==> config.mk <==
export PLATFORM = sky130hd
export DESIGN_NAME = sop_macrocell
export DESIGN_NICKNAME = d
export VERILOG_FILES = /design/src/rtl/sop_cell_pkg.sv /design/src/rtl/sop_cfg_store.sv /design/src/rtl/sop_pt_array.sv /design/src/rtl/sop_fb_mux.sv /design/src/rtl/sop_out_cell.sv /design/src/rtl/sop_macrocell.sv
export SDC_FILE = /design/constraint.sdc
export NUM_CORES = 1
export LEC_CHECK = 0
export BUFFER_PORTS_ARGS = -buffer_cell sky130_fd_sc_hd__buf_2
export CAP_MARGIN = 15
export CORE_MARGIN = 10
export CORE_UTILIZATION = 54
export DETAILED_ROUTE_END_ITERATION = 8
export MAX_ROUTING_LAYER = met4
export PLACE_DENSITY = 0.88
export SLEW_MARGIN = 20
export SYNTH_ARGS = -nofsm -noshare
export SYNTH_HDL_FRONTEND = slang
export SYNTH_SLANG_ARGS = --single-unit
==> constraint.sdc <==
create_clock -name clk -period 5.5 [get_ports clk]
set_input_delay 1.1 -clock clk [delete_from_list [all_inputs] [get_ports clk]]
set_output_delay 1.1 -clock clk [all_outputs]
set_load 0.03 [all_outputs]
==> src/rtl/sop_cell_pkg.sv <==
package sop_cell_pkg;

  typedef enum logic [1:0] {
    KIND_INPUT   = 2'd0,
    KIND_COMB_ON = 2'd1,
    KIND_COMB_PT = 2'd2,
    KIND_REG     = 2'd3
  } cell_kind_e;

  typedef struct packed {
    logic [1:0] gmode;
    logic       lmode;
    logic       pol_high;
  } cell_mode_t;

  localparam cell_mode_t MODE_RESET = '{gmode: 2'b10, lmode: 1'b1, pol_high: 1'b1};

  function automatic cell_kind_e decode_kind(input logic [1:0] gmode, input logic lmode);
    cell_kind_e k;
    unique case (gmode)
      2'b10:   k = lmode ? KIND_INPUT : KIND_COMB_ON;
      2'b11:   k = KIND_COMB_PT;
      2'b01:   k = lmode ? KIND_COMB_PT : KIND_REG;
      default: k = KIND_INPUT;
    endcase
    return k;
  endfunction

endpackage

==> src/rtl/sop_cfg_store.sv <==
module sop_cfg_store
  import sop_cell_pkg::*;
#(
  parameter int CFG_W = 18
) (
  input  logic                  clk,
  input  logic                  rst_n,
  input  logic                  cfg_we,
  input  cell_mode_t            mode_in,
  input  logic [CFG_W-1:0]      and_in,
  output cell_mode_t            mode_q,
  output logic [CFG_W-1:0]      and_q,
  output cell_kind_e            kind
);

  cell_mode_t         mode_d;
  logic [CFG_W-1:0]   and_d;

  always_comb begin
    mode_d = mode_q;
    and_d  = and_q;
    if (cfg_we) begin
      mode_d = mode_in;
      and_d  = and_in;
    end
  end

  always_ff @(posedge clk or negedge rst_n) begin
    if (!rst_n) begin
      mode_q <= MODE_RESET;
      and_q  <= '1;
    end else begin
      mode_q <= mode_d;
      and_q  <= and_d;
    end
  end

  assign kind = decode_kind(mode_q.gmode, mode_q.lmode);

endmodule

==> src/rtl/sop_pt_array.sv <==
module sop_pt_array #(
  parameter int NUM_LIT = 9,
  parameter int NUM_PT  = 8
) (
  input  logic [NUM_LIT-1:0]          lits,
  input  logic [NUM_PT*2*NUM_LIT-1:0] and_cfg,
  output logic [NUM_PT-1:0]           pt
);

  localparam int TERM_W = 2 * NUM_LIT;

  for (genvar p = 0; p < NUM_PT; p++) begin : g_term
    logic [NUM_LIT-1:0] use_t;
    logic [NUM_LIT-1:0] use_c;
    for (genvar k = 0; k < NUM_LIT; k++) begin : g_lit
      assign use_t[k] = and_cfg[p*TERM_W + 2*k];
      assign use_c[k] = and_cfg[p*TERM_W + 2*k + 1];
    end
    // a literal that is not selected contributes a 1 to the AND
    assign pt[p] = &((~use_t | lits) & (~use_c | ~lits));
  end

endmodule

==> src/rtl/sop_fb_mux.sv <==
module sop_fb_mux
  import sop_cell_pkg::*;
(
  input  cell_kind_e kind,
  input  logic       reg_q,
  input  logic       pad_in,
  output logic       fb
);

  always_comb begin
    if (kind == KIND_REG) fb = ~reg_q;
    else                  fb = pad_in;
  end

endmodule

==> src/rtl/sop_out_cell.sv <==
module sop_out_cell
  import sop_cell_pkg::*;
#(
  parameter int NUM_PT = 8
) (
  input  logic              clk,
  input  logic              rst_n,
  input  cell_kind_e        kind,
  input  logic              pol_high,
  input  logic [NUM_PT-1:0] pt,
  input  logic              oe_n,
  input  logic              preload_en,
  input  logic              preload_val,
  output logic              pad_out,
  output logic              pad_oe,
  output logic              reg_q
);

  logic [NUM_PT-1:0] sum_mask;
  logic              sum;
  logic              pol_val;
  logic              q_en;
  logic              q_next;

  // sum mux: term 0 is taken by the enable in the product-term-enable kind
  always_comb begin
    sum_mask = '1;
    if (kind == KIND_COMB_PT) sum_mask[0] = 1'b0;
    sum = |(pt & sum_mask);
  end

  // polarity mux
  assign pol_val = pol_high ? sum : ~sum;

  // next state and clock enable of the output register
  always_comb begin
    q_en   = preload_en | (kind == KIND_REG);
    q_next = preload_en ? preload_val : pol_val;
  end

  always_ff @(posedge clk or negedge rst_n) begin
    if (!rst_n)    reg_q <= 1'b0;
    else if (q_en) reg_q <= q_next;
  end

  // output data and enable muxes
  always_comb begin
    pad_out = (kind == KIND_REG) ? reg_q : pol_val;
    unique case (kind)
      KIND_INPUT:   pad_oe = 1'b0;
      KIND_COMB_ON: pad_oe = 1'b1;
      KIND_COMB_PT: pad_oe = pt[0];
      default:      pad_oe = ~oe_n;
    endcase
  end

endmodule

==> src/rtl/sop_macrocell.sv <==
module sop_macrocell
  import sop_cell_pkg::*;
#(
  parameter int NUM_IN = 8,
  parameter int NUM_PT = 8,
  localparam int NUM_LIT = NUM_IN + 1,
  localparam int CFG_W   = NUM_PT * 2 * NUM_LIT
) (
  input  logic              clk,
  input  logic              rst_n,
  input  logic [NUM_IN-1:0] in_lits,
  input  logic              pad_in,
  input  logic              oe_n,
  input  logic              preload_en,
  input  logic              preload_val,
  input  logic              cfg_we,
  input  logic [1:0]        cfg_gmode,
  input  logic              cfg_lmode,
  input  logic              cfg_pol,
  input  logic [CFG_W-1:0]  cfg_and,
  output logic              pad_out,
  output logic              pad_oe,
  output logic              fb_out
);

  logic [1:0]         rst_sync;
  logic               rst_core_n;
  cell_mode_t         mode_in;
  cell_mode_t         mode_q;
  logic [CFG_W-1:0]   and_q;
  cell_kind_e         cell_kind;
  logic [NUM_LIT-1:0] lits;
  logic [NUM_PT-1:0]  pt;
  logic               reg_q;

  // asynchronous assertion, synchronous release
  always_ff @(posedge clk or negedge rst_n) begin
    if (!rst_n) rst_sync <= 2'b00;
    else        rst_sync <= {rst_sync[0], 1'b1};
  end
  assign rst_core_n = rst_sync[1];

  assign mode_in = '{gmode: cfg_gmode, lmode: cfg_lmode, pol_high: cfg_pol};

  sop_cfg_store #(.CFG_W(CFG_W)) u_cfg (
    .clk     (clk),
    .rst_n   (rst_core_n),
    .cfg_we  (cfg_we),
    .mode_in (mode_in),
    .and_in  (cfg_and),
    .mode_q  (mode_q),
    .and_q   (and_q),
    .kind    (cell_kind)
  );

  sop_fb_mux u_fb (
    .kind   (cell_kind),
    .reg_q  (reg_q),
    .pad_in (pad_in),
    .fb     (fb_out)
  );

  assign lits = {fb_out, in_lits};

  sop_pt_array #(.NUM_LIT(NUM_LIT), .NUM_PT(NUM_PT)) u_arr (
    .lits    (lits),
    .and_cfg (and_q),
    .pt      (pt)
  );

  sop_out_cell #(.NUM_PT(NUM_PT)) u_cell (
    .clk         (clk),
    .rst_n       (rst_core_n),
    .kind        (cell_kind),
    .pol_high    (mode_q.pol_high),
    .pt          (pt),
    .oe_n        (oe_n),
    .preload_en  (preload_en),
    .preload_val (preload_val),
    .pad_out     (pad_out),
    .pad_oe      (pad_oe),
    .reg_q       (reg_q)
  );

endmodule

==> results by group, run 1 <==
Setup path
  • Critical path type: flop to primary output
  • Critical Path Fanout Max: 10
  • Startpoint Class: flop
  • Crit path max-delay family: compound AO/OA/AOI/OAI gates
  • CP bufs+invs: 1
  • Critical-path top delay cell: or3b_1
  • Most common cell on crit path: mux2i_1
  • Cell Chain, Critical Path: or3b_1 -> a21oi_4 -> mux2i_1 -> a2111oi_2 -> and4_4 -> mux2i_1 -> o311a_1 -> buf_2
  • Worst endpoint required time: 4.40 ns
  • Crit-path max cell delay: 0.55 ns
  • Worst Path Arrival: 3.36 ns
  • Critical path capture point type: primary output

Cells and area
  • Commonest non-fill, non-tap cell in the layout: buf_2
  • Share of cells above drive strength 1: 76.4%
  • Antenna diodes: 0
  • Syn-to-layout area delta: 22.4%
  • Fillers: 921
  • Most frequent cells in the layout: buf_2 (164), dfstp_2 (147), mux2_2 (141), mux2i_1 (70), clkbuf_16 (17)
  • Final Util: 66.9%
  • Nets: 791

Timing
  • RSZ-0062 raised after global routing: false
  • Fin crit period: 4.46 ns
  • Fmax: 224 MHz
  • Worst hold slack: 0.362 ns
  • Final hold violation count: 0
  • Setup_tns: 0 ns
  • Slew headroom: 33.9%
  • Worst slew pin tran: 0.991 ns
  • Clk_skew: 0.00597 ns
  • Crit share post-route: 81.2%
  • Final Setup Violations: 0
  • Pins Over Slew Limit: 0

Clocking
  • Cts hold-fix bufs: 0
  • CTS H-tree depth: 4
  • Setup bufs post-CTS: 0
  • CTS sink count: 151
  • CTS resizes: 0
  • Clock-pin slew on the worst setup and hold paths: 0.06 ns
  • Root buffer cell: clkbuf_16
  • TritonCTS clock tree: built
  • CTS max path bufs: 2
  • Cts bufs inserted: 17
  • Latest clock arrival within the worst-skew pair: 0.42 ns

Logic synthesis
  • Synth Area in Compound Gates: 2.51%
  • Most used flip-flop cell after synthesis: dfstp_2
  • Post-synthesis register bit count: 151
  • Library cells used by synthesis: 33
  • Synth area leader: dfstp_2
  • Simple-gate share of the synthesized area: 3.80%
  • Fraction of synthesized cell area in xor and xnor cells: 0.128%
  • Mux contribution to synthesized area: 33.4%
  • Post-synth EDFFs: 0
  • Mean post-synth cell area: 14.6 um2
  • Post-Syn Instances: 469
  • Synth top area cells: dfstp_2 (56%), mux2_2 (23%), mux2i_1 (10%)
  • Adder-cell share of the synthesized area: 0%
  • Sequential area share after synthesis: 57.9%
  • Synth top area share: 56.5%
  • Synthesized cell area: 6840 um2
  • Net Count, Synth: 632
  • FFs w/ async S/R, synth: 100%
  • Main combinational cell family by area after synthesis: multiplexers
  • Synth warn: 0

Detailed routing
  • WL final: 17,300 um
  • First DRT Iteration DRCs: 260
  • ANT nets after route: 0
  • Via density per instance: 5.40
  • WL per Instance: 21.3 um
  • Total iterations of the first detailed-routing run: 4
  • Drt drc: 0
  • DR vias: 4,383

Global route
  • Vias in the first global route: 5,038
  • First-pass GRT wire length: 26,800 um
  • Tot GR Track Use: 20.2%
  • Largest net degree at the start of global routing: 107
  • Initial antenna violation count: 0
  • Grt ovf: 0

Power
  • PD cells: 341 nW/um2
  • Peak supply drop: 0.265 mV
  • Leak pwr: 3.65 nW
  • Power Total: 2.86 mW

Place
  • Post-DP HPWL: 12,500 um
  • Gpl congestion: 0.847
  • IO Port Bufs: 165

Floorplan
  • Rows: 41
  • Die height: 133 um
  • Area of the die: 17,600 um2
  • Starting Density: 54.7%
  • Die Wd: 133 um
  • Core ar.: 12,500 um2
  • I/O pin cnt: 166

Run
  • Number of max-cap violations: 0

Run status
  • Status: finished clean

Hold path
  • Hold Path Class: flop to flop
[final cells by class]
cell class                 count  area [um2]  area share (%)
inverter                       9        33.8           0.403
clock buffer                  23         478            5.71
clock inverter                 8        97.6            1.17
multi-input combinational    282        2740            32.7
timing repair buffer         167         847            10.1
sequential                   151        3970            47.3
tap                          172         215            2.57
[flip-flops by register name (all words and copies together) (netlist names)]
register	count
u_cell.reg_q	1
rst_sync	2
u_cfg.and_q	144
u_cfg.mode_q	4
[power by group]
part | internal [mW] | switching (mW)
registers | 1.30 | 0.0764
logic | 0.187 | 0.152
clock network | 0.698 | 0.439
[synth_stat cells (3+ instances only)]
library cell / number
mux2_2: 141
dfrtp_1: 4
dfstp_2: 147
clkbuf_1: 25
nor2_1: 8
a211oi_1: 6
nand2_1: 10
nor4_1: 3
inv_1: 9
o21ai_0: 9
nand4_1: 16
mux2i_1: 70
[routing by layer]
layer / up-vias / GRT usage [%] / part of all wire, %
met5: - / - / 0
met4: 0 / 7.82 / 2.2
met3: 32 / 4.35 / 4.1
met2: 122 / 33.7 / 52
met1: 2202 / 23.4 / 42
li1: 2027 / - / -
[cell families after synthesis]
kind of cell    count (synthesis)
compound gates                 23
xor+xnor                        1
buf+inv                        36
flops                         151
mux                           211
other cells                     1
simple gates                   46
[worst paths after layout]
check	start	endpoint	slack, ns	cells past startpoint
max in group asynchronous	rst_sync[1]	u_cell.reg_q	3.58	1
max reg2reg	u_cfg.mode_q[2]	u_cell.reg_q	2.85	7
min	rst_sync[0]	rst_sync[1]	0.36	0
min reg2reg	rst_sync[0]	rst_sync[1]	0.36	0
max	u_cfg.mode_q[2]	pad_out	1.04	8
min in group asynchronous	rst_n	rst_sync[0]	0.45	1
[stage by stage]
stage / cell area [um2] / cells / setup WS (ns)
after floorplan: 6840 / 469 / 1.24
after global placement: 7790 / 781 / 1.29
after detailed placement: 7790 / 781 / 1.27
after CTS: 8370 / 812 / 0.869
after global routing: 8380 / 812 / 0.897
final: 8380 / 812 / 1.04
[worst reg2reg max path: stages, from the launching register on]
cell and delay (ns):
dfrtp_1 0.47, or3b_1 0.55, a21oi_4 0.37, mux2i_1 0.14, a2111oi_2 0.48, and4_4 0.30
xnor2_1 0.14, o31ai_2 0.07
(Power assumes the default switching activity.)
==> run 2: changes to the inputs <==
CORE_UTILIZATION = 48   (was 54)
PLACE_DENSITY = 0.84   (was 0.88)
clock period = 3.6 ns   (was 5.5 ns; I/O delays follow)
==> run 2 against run 1 <==
- the flow now finishes with violations (setup timing)
- register-to-register slack worse by 1.7 ns
- utilization fell by 5.1 points
- wire length grew 4.2%
- clock power is 62% higher
- sequential power grew 53%
- clock skew grew 0.0053 ns
- critical endpoint unchanged
- power up 58%
- combinational power is 64% higher
- design area is 2.8% higher
==> results by group, run 2 (same netlist as run 1, synthesis figures left out) <==
Cells and area
  • Biggest register: u_cfg.and_q
  • Syn-to-layout area delta: 25.9%
  • Most frequent cells in the layout: buf_2 (163), dfstp_2 (147), mux2_2 (141), mux2i_1 (70), clkbuf_16 (17)
  • Final Util: 61.8%
  • Register area: 3970 um2
  • Commonest non-fill, non-tap cell in the layout: buf_2
  • Multi-input logic area: 2760 um2
  • Max reg flops: 144
  • Share of cells above drive strength 1: 78.2%
  • Nets: 807
  • Biggest regs: u_cfg.and_q x144, u_cfg.mode_q x4, rst_sync x2
  • Fillers: 1,042

Clocking
  • Root buffer cell: clkbuf_16
  • Latest clock arrival within the worst-skew pair: 0.42 ns
  • CTS max path bufs: 2
  • Clock-pin slew on the worst setup and hold paths: 0.06 ns
  • Cts bufs inserted: 17
  • TritonCTS clock tree: built
  • CTS sink count: 151
  • CTS H-tree depth: 4

Setup path
  • Worst reg-to-reg setup slack: 1.17 ns
  • Critical path type: flop to primary output
  • Critical path capture point type: primary output
  • R2r endpoint: u_cell.reg_q
  • Startpoint Class: flop
  • Worst R2R Path Depth: 10
  • Critical Path Fanout Max: 7
  • Worst endpoint required time: 2.88 ns
  • RR Startpoint: u_cfg.mode_q[1]
  • Worst Path Arrival: 2.92 ns

Floorplan
  • Starting Density: 49.1%
  • I/O pin cnt: 166
  • Die Wd: 139 um
  • Die height: 139 um
  • Rows: 43
  • Core ar.: 13,900 um2
  • Area of the die: 19,400 um2

Hold path
  • Hold Path Class: input pin to async pin

Timing
  • Clk_skew: 0.0112 ns
  • RSZ-0062 raised after global routing: true
  • Slew headroom: 38.7%
  • Fin crit period: 3.64 ns
  • Final hold violation count: 0
  • Final setup margin: -0.0405 ns
  • Pins Over Slew Limit: 0
  • Setup_tns: -0.0405 ns
  • Crit share post-route: 101%
  • Worst slew pin tran: 0.920 ns
  • Final Setup Violations: 1
  • Fmax: 275 MHz

Detailed routing
  • Drt drc: 0
  • Total iterations of the first detailed-routing run: 4
  • WL final: 18,000 um
  • Via density per instance: 5.36
  • WL per Instance: 21.5 um
  • DR vias: 4,495
  • First DRT Iteration DRCs: 253
  • ANT nets after route: 0

Global route
  • First-pass GRT wire length: 27,800 um
  • Grt ovf: 0
  • Vias in the first global route: 5,081
  • Tot GR Track Use: 18.7%
  • Initial antenna violation count: 1
  • Largest net degree at the start of global routing: 77

Place
  • Post-DP HPWL: 13,500 um
  • Gpl congestion: 0.894
  • IO Port Bufs: 165

Run status
  • Failing checks: setup timing
  • Status: finished, violations left

Power
  • Leak pwr: 3.77 nW
  • PD cells: 525 nW/um2
  • Peak supply drop: 0.346 mV

Run
  • Number of max-cap violations: 0
run 2: cell types whose count changed in the layout (fill, tap and decap cells not counted), sizes merged:
cell / before / now
buf: 167 / 183
inv: 9 / 16
clkbuf: 23 / 17
bufinv: 2 / 3
clkinvlp: 3 / 2
diode: 0 / 1
run 2: how the worst max path moves through the flow:
stage	startpoint	to	slack, ns	cells past startpoint
6_report	u_cfg.mode_q[1]	pad_out	-0.04	8
5_1_grt	u_cfg.mode_q[1]	pad_out	-0.10	9
4_1_cts	u_cfg.mode_q[1]	pad_out	0.008	8
3_5_place_dp	in_lits[6]	pad_out	0.13	10
3_3_place_gp	in_lits[6]	pad_out	0.17	10
2_1_floorplan	u_cfg.mode_q[2]	pad_out	0.24	8
run 2: final cells by class:
cell class / count / area share (%)
flip-flops and latches: 151 / 46.1
well taps: 180 / 2.62
clock inverters: 15 / 2.21
repair buffers: 183 / 11.7
diodes: 1 / 0.0291
inverters: 9 / 0.392
clock buffers: 17 / 4.94
multi-input cells: 282 / 32.1
run 2: where the power goes:
part | switching, mW | leakage, nW | total [mW] | internal [mW]
clock network | 0.746 | 0.299 | 1.85 | 1.11
logic | 0.248 | 1.88 | 0.555 | 0.307
registers | 0.116 | 1.59 | 2.11 | 1.99
total | 1.11 | 3.77 | 4.52 | 3.41
run 2: critical path: stages (launching register included):
cell	delay [ns]
dfstp_2	0.40
or3b_4	0.46
a211oi_1	0.33
nor4_1	0.10
a2111oi_2	0.36
and4_4	0.31
mux2i_1	0.18
o311a_1	0.23
buf_6	0.15
run 2: per-stage QoR:
stage	hold WS [ns]	instances	total power [mW]	setup WS, ns	cell area [um2]
2_1_floorplan	0.331	469	2.44	0.236	6840
3_3_place_gp	0.346	800	2.64	0.168	7910
3_5_place_dp	0.347	800	2.67	0.131	7910
4_1_cts	0.0536	837	4.54	0.00811	8610
5_1_grt	0.0544	838	4.68	-0.101	8610
6_report	0.0682	838	4.52	-0.0405	8610
run 2: what timing repair did:
| item | in CTS | in global routing |
|---|---|---|
| buffers inserted | 5 | 0 |
| gates resized for setup | 10 | 0 |
| hold buffers | 0 | 0 |
| endpoints found under the setup margin | 1 | 1 |
| hold endpoints to repair | 0 | 0 |
| pin swaps | 5 | 0 |
run 2: per-layer routing:
| metal | part of all wire, % | track usage (%) | vias to the layer above |
|---|---|---|---|
| li1 | - | - | 2062 |
| met1 | 43 | 22.2 | 2241 |
| met2 | 51 | 31.0 | 153 |
| met3 | 4.1 | 3.10 | 39 |
| met4 | 2.5 | 7.25 | 0 |
| met5 | 0 | - | - |
